**config.mk**
```make
export PLATFORM = sky130hd
export DESIGN_NAME = dpot_ctrl
export DESIGN_NICKNAME = d
export VERILOG_FILES = /design/src/rtl/dpot_pkg.sv /design/src/rtl/dpot_seq.sv /design/src/rtl/dpot_nvcell.sv /design/src/rtl/dpot_regs.sv /design/src/rtl/dpot_ctrl.sv
export SDC_FILE = /design/constraint.sdc
export NUM_CORES = 1
export LEC_CHECK = 0
export BUFFER_PORTS_ARGS = -buffer_cell sky130_fd_sc_hd__buf_2
export CAP_MARGIN = 20
export CORE_ASPECT_RATIO = 2
export CORE_MARGIN = 3
export CORE_UTILIZATION = 50
export CTS_CLUSTER_SIZE = 40
export DETAILED_ROUTE_END_ITERATION = 12
export PLACE_DENSITY = 0.75
export SETUP_SLACK_MARGIN = 0.3
export SYNTH_ARGS = -nofsm -noshare
export SYNTH_HDL_FRONTEND = slang
export SYNTH_HIERARCHICAL = 1
export SYNTH_SLANG_ARGS = --single-unit
```
**constraint.sdc**
```tcl
create_clock -name clk -period 2.48 [get_ports clk]
set_input_delay 0.372 -clock clk [delete_from_list [all_inputs] [get_ports clk]]
set_output_delay 0.372 -clock clk [all_outputs]
set_load 0.02 [all_outputs]
```
**src/rtl/dpot_pkg.sv**
```systemverilog
package dpot_pkg;
  localparam int DATA_W = 8;
  localparam int ADDR_W = 2;

  localparam logic [ADDR_W-1:0] ADDR_CODE = 2'd0;
  localparam logic [ADDR_W-1:0] ADDR_RSVD = 2'd1;
  localparam logic [ADDR_W-1:0] ADDR_CTRL = 2'd2;

  localparam int CTRL_SEL_BIT  = 7;
  localparam int CTRL_EN_BIT   = 6;
  localparam int CTRL_BUSY_BIT = 5;

  typedef enum logic [1:0] {
    SEQ_PRESET = 2'd0,
    SEQ_WAIT   = 2'd1,
    SEQ_RECALL = 2'd2,
    SEQ_RUN    = 2'd3
  } seq_state_e;

  function automatic logic [DATA_W-1:0] ctrl_pack(input logic sel, input logic en,
                                                  input logic busy);
    logic [DATA_W-1:0] v;
    v = '0;
    v[CTRL_SEL_BIT]  = sel;
    v[CTRL_EN_BIT]   = en;
    v[CTRL_BUSY_BIT] = busy;
    return v;
  endfunction

  function automatic logic [DATA_W-1:0] code_widen(input logic [DATA_W-2:0] code);
    return {1'b0, code};
  endfunction
endpackage

```
**src/rtl/dpot_seq.sv**
```systemverilog
module dpot_seq
  import dpot_pkg::*;
(
  input  logic       clk,
  input  logic       rst_n,
  input  logic       nv_ready,
  output seq_state_e state_o,
  output logic       recall_o,
  output logic       run_o
);
  seq_state_e state_q;

  always_ff @(posedge clk or negedge rst_n) begin
    if (!rst_n) begin
      state_q <= SEQ_PRESET;
    end else begin
      unique case (state_q)
        SEQ_PRESET: state_q <= SEQ_WAIT;
        SEQ_WAIT:   if (nv_ready) state_q <= SEQ_RECALL;
        SEQ_RECALL: state_q <= SEQ_RUN;
        default:    state_q <= SEQ_RUN;
      endcase
    end
  end

  assign state_o  = state_q;
  assign recall_o = (state_q == SEQ_RECALL);
  assign run_o    = (state_q == SEQ_RUN);

  // Once running, the sequencer never falls back
  p_run_sticky_r3: assert property (@(posedge clk) disable iff (!rst_n)
    run_o |=> run_o);
endmodule

```
**src/rtl/dpot_nvcell.sv**
```systemverilog
module dpot_nvcell #(
  parameter int          CODE_W       = 7,
  parameter int          WR_CYCLES    = 200,
  parameter logic [CODE_W-1:0] INIT_CODE = 7'h25
) (
  input  logic              clk,
  input  logic              rst_n,
  input  logic              supply_ok,
  input  logic              wr_start,
  input  logic [CODE_W-1:0] wr_data,
  output logic [CODE_W-1:0] rdata_o,
  output logic              busy_o,
  output logic              ready_o
);
  localparam int CNT_W = $clog2(WR_CYCLES + 1);
  localparam logic [CNT_W-1:0] CNT_LOAD = CNT_W'(WR_CYCLES);
  localparam logic [CNT_W-1:0] CNT_ONE  = CNT_W'(1);

  logic [CODE_W-1:0] mem_q;
  logic [CODE_W-1:0] pend_q;
  logic [CNT_W-1:0]  cnt_q;
  logic              commit;

  assign busy_o  = (cnt_q != '0);
  assign commit  = (cnt_q == CNT_ONE);
  assign ready_o = supply_ok && !busy_o;
  assign rdata_o = mem_q;

  always_ff @(posedge clk or negedge rst_n) begin
    if (!rst_n) begin
      mem_q  <= INIT_CODE;
      pend_q <= INIT_CODE;
      cnt_q  <= '0;
    end else begin
      if (wr_start && !busy_o) begin
        pend_q <= wr_data;
        cnt_q  <= CNT_LOAD;
      end else if (busy_o) begin
        cnt_q <= cnt_q - CNT_ONE;
        if (commit) mem_q <= pend_q;
      end
    end
  end

  p_start_busy_r6: assert property (@(posedge clk) disable iff (!rst_n)
    (wr_start && !busy_o) |=> busy_o);
  p_commit_value_r6: assert property (@(posedge clk) disable iff (!rst_n)
    $fell(busy_o) |-> (mem_q == pend_q));
  p_no_start_in_busy_r7: assert property (@(posedge clk) disable iff (!rst_n)
    busy_o |-> !wr_start);
endmodule

```
**src/rtl/dpot_regs.sv**
```systemverilog
module dpot_regs
  import dpot_pkg::*;
#(
  parameter int CODE_W = 7
) (
  input  logic              clk,
  input  logic              rst_n,
  input  logic              run,
  input  logic              recall_en,
  input  logic [CODE_W-1:0] nv_rdata,
  input  logic              nv_busy,
  input  logic [ADDR_W-1:0] bus_addr,
  input  logic [DATA_W-1:0] bus_wdata,
  input  logic              bus_we,
  output logic [DATA_W-1:0] bus_rdata,
  output logic              nv_wr_start,
  output logic [CODE_W-1:0] nv_wr_data,
  output logic [CODE_W-1:0] wiper_o,
  output logic              en_o
);
  localparam logic [CODE_W-1:0] PRESET_CODE = CODE_W'(1) << (CODE_W - 1);

  logic [CODE_W-1:0] wiper_q;
  logic              sel_q;
  logic              en_q;
  logic              accept;
  logic              wr_live;
  logic              wr_stored;
  logic              wr_ctrl;

  assign accept    = bus_we && run && !nv_busy;
  assign wr_live   = accept && (bus_addr == ADDR_CODE) && sel_q;
  assign wr_stored = accept && (bus_addr == ADDR_CODE) && !sel_q;
  assign wr_ctrl   = accept && (bus_addr == ADDR_CTRL);

  always_ff @(posedge clk or negedge rst_n) begin
    if (!rst_n) begin
      wiper_q <= PRESET_CODE;
      sel_q   <= 1'b0;
      en_q    <= 1'b1;
    end else begin
      if (recall_en) begin
        wiper_q <= nv_rdata;
      end else if (wr_live || wr_stored) begin
        wiper_q <= bus_wdata[CODE_W-1:0];
      end
      if (wr_ctrl) begin
        sel_q <= bus_wdata[CTRL_SEL_BIT];
        en_q  <= bus_wdata[CTRL_EN_BIT];
      end
    end
  end

  assign nv_wr_start = wr_stored;
  assign nv_wr_data  = bus_wdata[CODE_W-1:0];
  assign wiper_o     = wiper_q;
  assign en_o        = en_q;

  always_comb begin
    unique case (bus_addr)
      ADDR_CODE: bus_rdata = code_widen(sel_q ? wiper_q : nv_rdata);
      ADDR_CTRL: bus_rdata = ctrl_pack(sel_q, en_q, nv_busy);
      default:   bus_rdata = '0;
    endcase
  end

  p_busy_hold_wiper_r7: assert property (@(posedge clk) disable iff (!rst_n)
    (nv_busy && run) |=> $stable(wiper_q));
  p_busy_hold_ctrl_r7: assert property (@(posedge clk) disable iff (!rst_n)
    nv_busy |=> $stable({sel_q, en_q}));
  p_closed_before_run_r3: assert property (@(posedge clk) disable iff (!rst_n)
    (!run && !recall_en) |=> ($stable(wiper_q) && $stable({sel_q, en_q})));
  p_stored_mirror_r5: assert property (@(posedge clk) disable iff (!rst_n)
    wr_stored |=> (wiper_q == $past(bus_wdata[CODE_W-1:0])));
endmodule

```
**src/rtl/dpot_ctrl.sv**
```systemverilog
module dpot_ctrl
  import dpot_pkg::*;
#(
  parameter int                CODE_W       = 7,
  parameter int                NV_WR_CYCLES = 200,
  parameter logic [CODE_W-1:0] NV_INIT      = 7'h25
) (
  input  logic              clk,
  input  logic              rst_n,
  input  logic              nv_supply_ok,
  input  logic              shdn_req,
  input  logic [ADDR_W-1:0] bus_addr,
  input  logic [DATA_W-1:0] bus_wdata,
  input  logic              bus_we,
  output logic [DATA_W-1:0] bus_rdata,
  output logic [CODE_W-1:0] wiper_o,
  output logic              shutdown_o
);
  localparam logic [CODE_W-1:0] PRESET_CODE = CODE_W'(1) << (CODE_W - 1);

  seq_state_e        seq_state;
  logic              seq_recall;
  logic              seq_run;
  logic              nv_ready;
  logic              nv_busy;
  logic [CODE_W-1:0] nv_rdata;
  logic              nv_wr_start;
  logic [CODE_W-1:0] nv_wr_data;
  logic              ctrl_en;

  dpot_seq u_seq (
    .clk      (clk),
    .rst_n    (rst_n),
    .nv_ready (nv_ready),
    .state_o  (seq_state),
    .recall_o (seq_recall),
    .run_o    (seq_run)
  );

  dpot_nvcell #(
    .CODE_W    (CODE_W),
    .WR_CYCLES (NV_WR_CYCLES),
    .INIT_CODE (NV_INIT)
  ) u_nv (
    .clk       (clk),
    .rst_n     (rst_n),
    .supply_ok (nv_supply_ok),
    .wr_start  (nv_wr_start),
    .wr_data   (nv_wr_data),
    .rdata_o   (nv_rdata),
    .busy_o    (nv_busy),
    .ready_o   (nv_ready)
  );

  dpot_regs #(
    .CODE_W (CODE_W)
  ) u_regs (
    .clk         (clk),
    .rst_n       (rst_n),
    .run         (seq_run),
    .recall_en   (seq_recall),
    .nv_rdata    (nv_rdata),
    .nv_busy     (nv_busy),
    .bus_addr    (bus_addr),
    .bus_wdata   (bus_wdata),
    .bus_we      (bus_we),
    .bus_rdata   (bus_rdata),
    .nv_wr_start (nv_wr_start),
    .nv_wr_data  (nv_wr_data),
    .wiper_o     (wiper_o),
    .en_o        (ctrl_en)
  );

  assign shutdown_o = shdn_req || !ctrl_en;

  p_preset_mid_r1: assert property (@(posedge clk) disable iff (!rst_n)
    (seq_state != SEQ_RUN && !seq_recall && seq_state != SEQ_RECALL) |-> (wiper_o == PRESET_CODE));
  p_recall_load_r2: assert property (@(posedge clk) disable iff (!rst_n)
    seq_recall |=> (wiper_o == $past(nv_rdata)));
  p_pin_shutdown_r8: assert property (@(posedge clk) disable iff (!rst_n)
    shdn_req |-> shutdown_o);
endmodule

```
==> reports/summary.md <==
The min-delay analysis places its worst path in the category input port to async pin. Source-to-sink clock delay at the later pin of the worst-skew pair: 0.28 ns. The run gives 0.4322 as the normalized max-slew margin. The logs give 0.5216 for the starting utilization of the core area and 893.4 um2 for the footprint of the multi-input gates. The logs give 0 for the initial antenna violation count and 210 for the number of nets at the end of the flow. The total routing usage reported by global routing is 0.1963, and the mean area per synthesized cell is 11.28 um2. For the final weighted congestion in routability-driven placement, the log shows 0.9076. Counting I/O delays and the setup requirement, the final critical path takes 2.125 ns. The die covers 0.004359 mm2.

The ratio of final minimum period to clock period works out to 0.8569. The first-pass GRT wire length is 6203 um, and the final total negative setup slack is 0 ns. The critical path data required time was 2.64 ns; the number of hold violations in the final report was 0. For the top-level port count, the log shows 31. For this run, the leading register cell type out of synthesis is sky130_fd_sc_hd__dfrtp_1.

The tools report the kind of start point of the critical path as a flip-flop. The compound-gate portion of the synthesized area was 0.1053; the area share of the leading cell type in the synthesized netlist was 0.3511. The count of filler cells inserted in the layout was 287; the chip height was 90.42 um.

The port buffer count was 30. The synthesized-area fraction occupied by xor and xnor cells was 0.009831. In the final routed layout, each cell accounts on average for 16.57 um. The post-synthesis async set-or-reset flop share works out to 1.000.

CTS built an H-tree with a depth of 2. The run gives 470.5 MHz as the achievable frequency. The cell at the root of the clock tree is sky130_fd_sc_hd__clkbuf_8.

In this run the critical register-to-register path is launched from u_nv/cnt_q[5]. Setup violations remaining at the end of the flow were counted as 0. Sorting the synthesized cells by area gives the leading types as sky130_fd_sc_hd__dfrtp_1 (35%), sky130_fd_sc_hd__mux2_2 (12%), sky130_fd_sc_hd__dfstp_2 (12%). The post-CTS clock slew at the launch and capture registers of the worst setup and hold paths was 0.07 ns; the aggregate global routing overflow was 0. Counting distinct cell types in the post-synthesis netlist gives 39. STA classifies the critical path endpoint as a flip-flop.

The relative area change from synthesis to final layout works out to 18.12%. Critical path class: flip-flop to flip-flop. Summing every instance area after synthesis gives 0.001782 mm2. Register area share after synthesis: 0.4691. The fraction of layout instances using a drive strength above 1 was 0.4404; the worst IR drop on VDD was 0.3298 mV. No sink is reached through more buffers than the 2 on the longest clock path. The maximum clock skew at final layout was 0.004554 ns; the power density over the cells was 469.4 mW/mm2. The fraction of the mapped netlist area in adder cells was 0.02107; the endpoint arrival time on the critical path was 2.29 ns.

Setup repair after global routing left no endpoint under its margin. The share of the core filled with cells in the final layout is 0.6161, and the net count after synthesis is 176. Prior to clock tree synthesis, the placed netlist has a worst setup slack of 0.07501 ns.

Yosys printed 6 warnings. The floorplan die width was 48.21 um. Counting the buffers created by CTS gives 5. TritonCTS built the clock tree. In the routed design, unresolved DRC markers number 0.

Detailed placement finished with a half-perimeter wire length of 2843 um. The dominant combinational cell family by area after synthesis is simple AND/OR/NAND/NOR gates. The logs give 0.1448 ns for the worst slack on hold paths and 158 for the instance count of the mapped netlist.

sky130_fd_sc_hd__dfrtp_1 takes more of the synthesized area than any other cell. The via count is 1,350, and the clock sink count is 33. The worst register-to-register path has a setup slack of 0.35 ns.

The tools report the antenna cell count as 0. After floorplanning, the core was sized to cover 0.003416 mm2. The routed design has 3994 um of wire. The transition time of the tightest slew-check pin is 0.8500 ns, and the average vias per placed instance is 5.602. For this run, the detailed router's first-pass iteration total came to 5. The tools report the max-capacitance violation count as 0. The tools report the register area as 835.8 um2. The highest fanout seen on the critical path works out to 7. The post-synthesis mux area share works out to 0.1706.

For the worst flop-to-flop path, the logic depth is 8. The maximum number of pins on one net before global-route repair was 34. The synthesized design contains 0 enable-type register cells. The run finished with clean final reports. After the first detailed-routing iteration, the DRC count stood at 44. The tools report the total count of max-transition violations in the final report as 0. Once routing completed, OpenROAD measured the worst setup slack at 0.3548 ns. The leakage power is 0.001036 uW. The endpoint of the worst-slack reg-to-reg timing path was u_nv/pend_q[3]. In this run the remaining antenna-violating nets after routing total 0.

The simple-gate share of the synthesized area is 0.1728, and the flip-flop and latch count after synthesis is 33. Number of global-route vias before repair: 1,403. After floorplanning, the core was divided into 30 placement rows.
==> sequential cells by signal, summed over array words and instances (netlist names) <==
signal,cells
u_regs/sel_q,1
u_regs/wiper_o,7
u_regs/en_o,1
u_seq/state_o,2
u_nv/cnt_q,8
u_nv/rdata_o,7
u_nv/pend_q,7
==> through the flow <==
step | total power, uW | instances | instance area (um2)
3_5_place_dp | 586.5 | 227 | 1938
2_1_floorplan | 566.7 | 158 | 1793
6_report | 987.9 | 241 | 2105
3_3_place_gp | 585.4 | 227 | 1938
4_1_cts | 1004 | 239 | 2068
5_1_grt | 1027 | 241 | 2105
==> final cells by class <==
type                    count  area share
multi-input cells         111      0.4245
clock buffers               8     0.04281
well taps                  48     0.02854
flip-flops and latches     33      0.3971
inverters                   3    0.005351
repair buffers             38      0.1017
==> cells by family after synthesis <==
kind of cell,after synthesis
buffers and inverters,14
AO/OA/AOI/OAI,32
XOR/XNOR,2
adder cells (fa/ha/maj),3
multiplexers,28
flip-flops,33
AND/OR/NAND/NOR,46
==> per-layer routing <==
layer / GRT usage / part of all wire / vias up
li1: - / - / 627
met1: 0.2005 / 0.37 / 666
met2: 0.3341 / 0.56 / 42
met3: 0.04391 / 0.038 / 15
met4: 0.1056 / 0.032 / 0
met5: 0 / 0 / -
==> critical path, stage by stage, from the launching register on <==
cell,delay (ns)
sky130_fd_sc_hd__dfrtp_1,0.40
sky130_fd_sc_hd__or3_4,0.42
sky130_fd_sc_hd__nor2_4,0.16
sky130_fd_sc_hd__nand2_4,0.08
sky130_fd_sc_hd__nand3b_4,0.19
sky130_fd_sc_hd__nor3_4,0.19
sky130_fd_sc_hd__buf_6,0.14
sky130_fd_sc_hd__nand3_4,0.13
sky130_fd_sc_hd__mux2_2,0.30
==> how the worst max path moves through the flow <==
| stage | from | endpoint | slack (ns) |
|---|---|---|---|
| global placement | u_nv/cnt_q[0] | u_nv/pend_q[1] | 0.21 |
| global route | u_nv/cnt_q[0] | u_nv/cnt_q[7] | 0.24 |
| detailed placement | u_nv/cnt_q[0] | u_nv/pend_q[3] | 0.08 |
| CTS | u_nv/cnt_q[6] | u_nv/pend_q[3] | 0.31 |
| finish | u_nv/cnt_q[5] | u_nv/pend_q[3] | 0.35 |
| floorplan | u_nv/cnt_q[0] | u_nv/pend_q[1] | 0.36 |
==> what timing repair did <==
item	4_1_cts	5_1_grt
setup buffers	4	2
hold buffers	0	0
setup endpoints to repair	13	13
gates resized for setup	2	4
pin swaps	3	2
==> cells in the final DEF (no fill, tap or decap), drive strengths merged, types with 2 or more instances in the layout <==
cell	instances
or2	4
clkbuf	8
dfrtp	25
mux2i	9
a21oi	8
nor2	13
buf	38
dfstp	8
inv	3
o31ai	2
nand3b	2
nand2	4
mux2	19
nand3	2
nor2b	8
o21ai	10
xor2	2
ha	3
and3b	2
nand2b	4
and3	2
a31oi	8
==> report_power, final <==
group / switching (uW) / internal (uW)
registers: 0 / 539
logic: 25.5 / 11.9
clock network: 185 / 226
==> synth_stat cells, types with 2 or more instances <==
library cell / n
sky130_fd_sc_hd__dfrtp_1: 25
sky130_fd_sc_hd__mux2_2: 19
sky130_fd_sc_hd__nor2_1: 11
sky130_fd_sc_hd__mux2i_1: 9
sky130_fd_sc_hd__a21oi_1: 8
sky130_fd_sc_hd__a31oi_1: 8
sky130_fd_sc_hd__buf_4: 8
sky130_fd_sc_hd__dfstp_2: 8
sky130_fd_sc_hd__nor2b_1: 8
sky130_fd_sc_hd__o21ai_0: 6
sky130_fd_sc_hd__nand2_1: 4
sky130_fd_sc_hd__nand2b_1: 4
sky130_fd_sc_hd__o21ai_1: 4
sky130_fd_sc_hd__ha_1: 3
sky130_fd_sc_hd__inv_1: 3
sky130_fd_sc_hd__and3_1: 2
sky130_fd_sc_hd__and3b_1: 2
sky130_fd_sc_hd__nor2_4: 2
sky130_fd_sc_hd__o31ai_1: 2
sky130_fd_sc_hd__or2_2: 2
sky130_fd_sc_hd__xor2_1: 2
No activity file was read; power rests on OpenSTA's default activity.
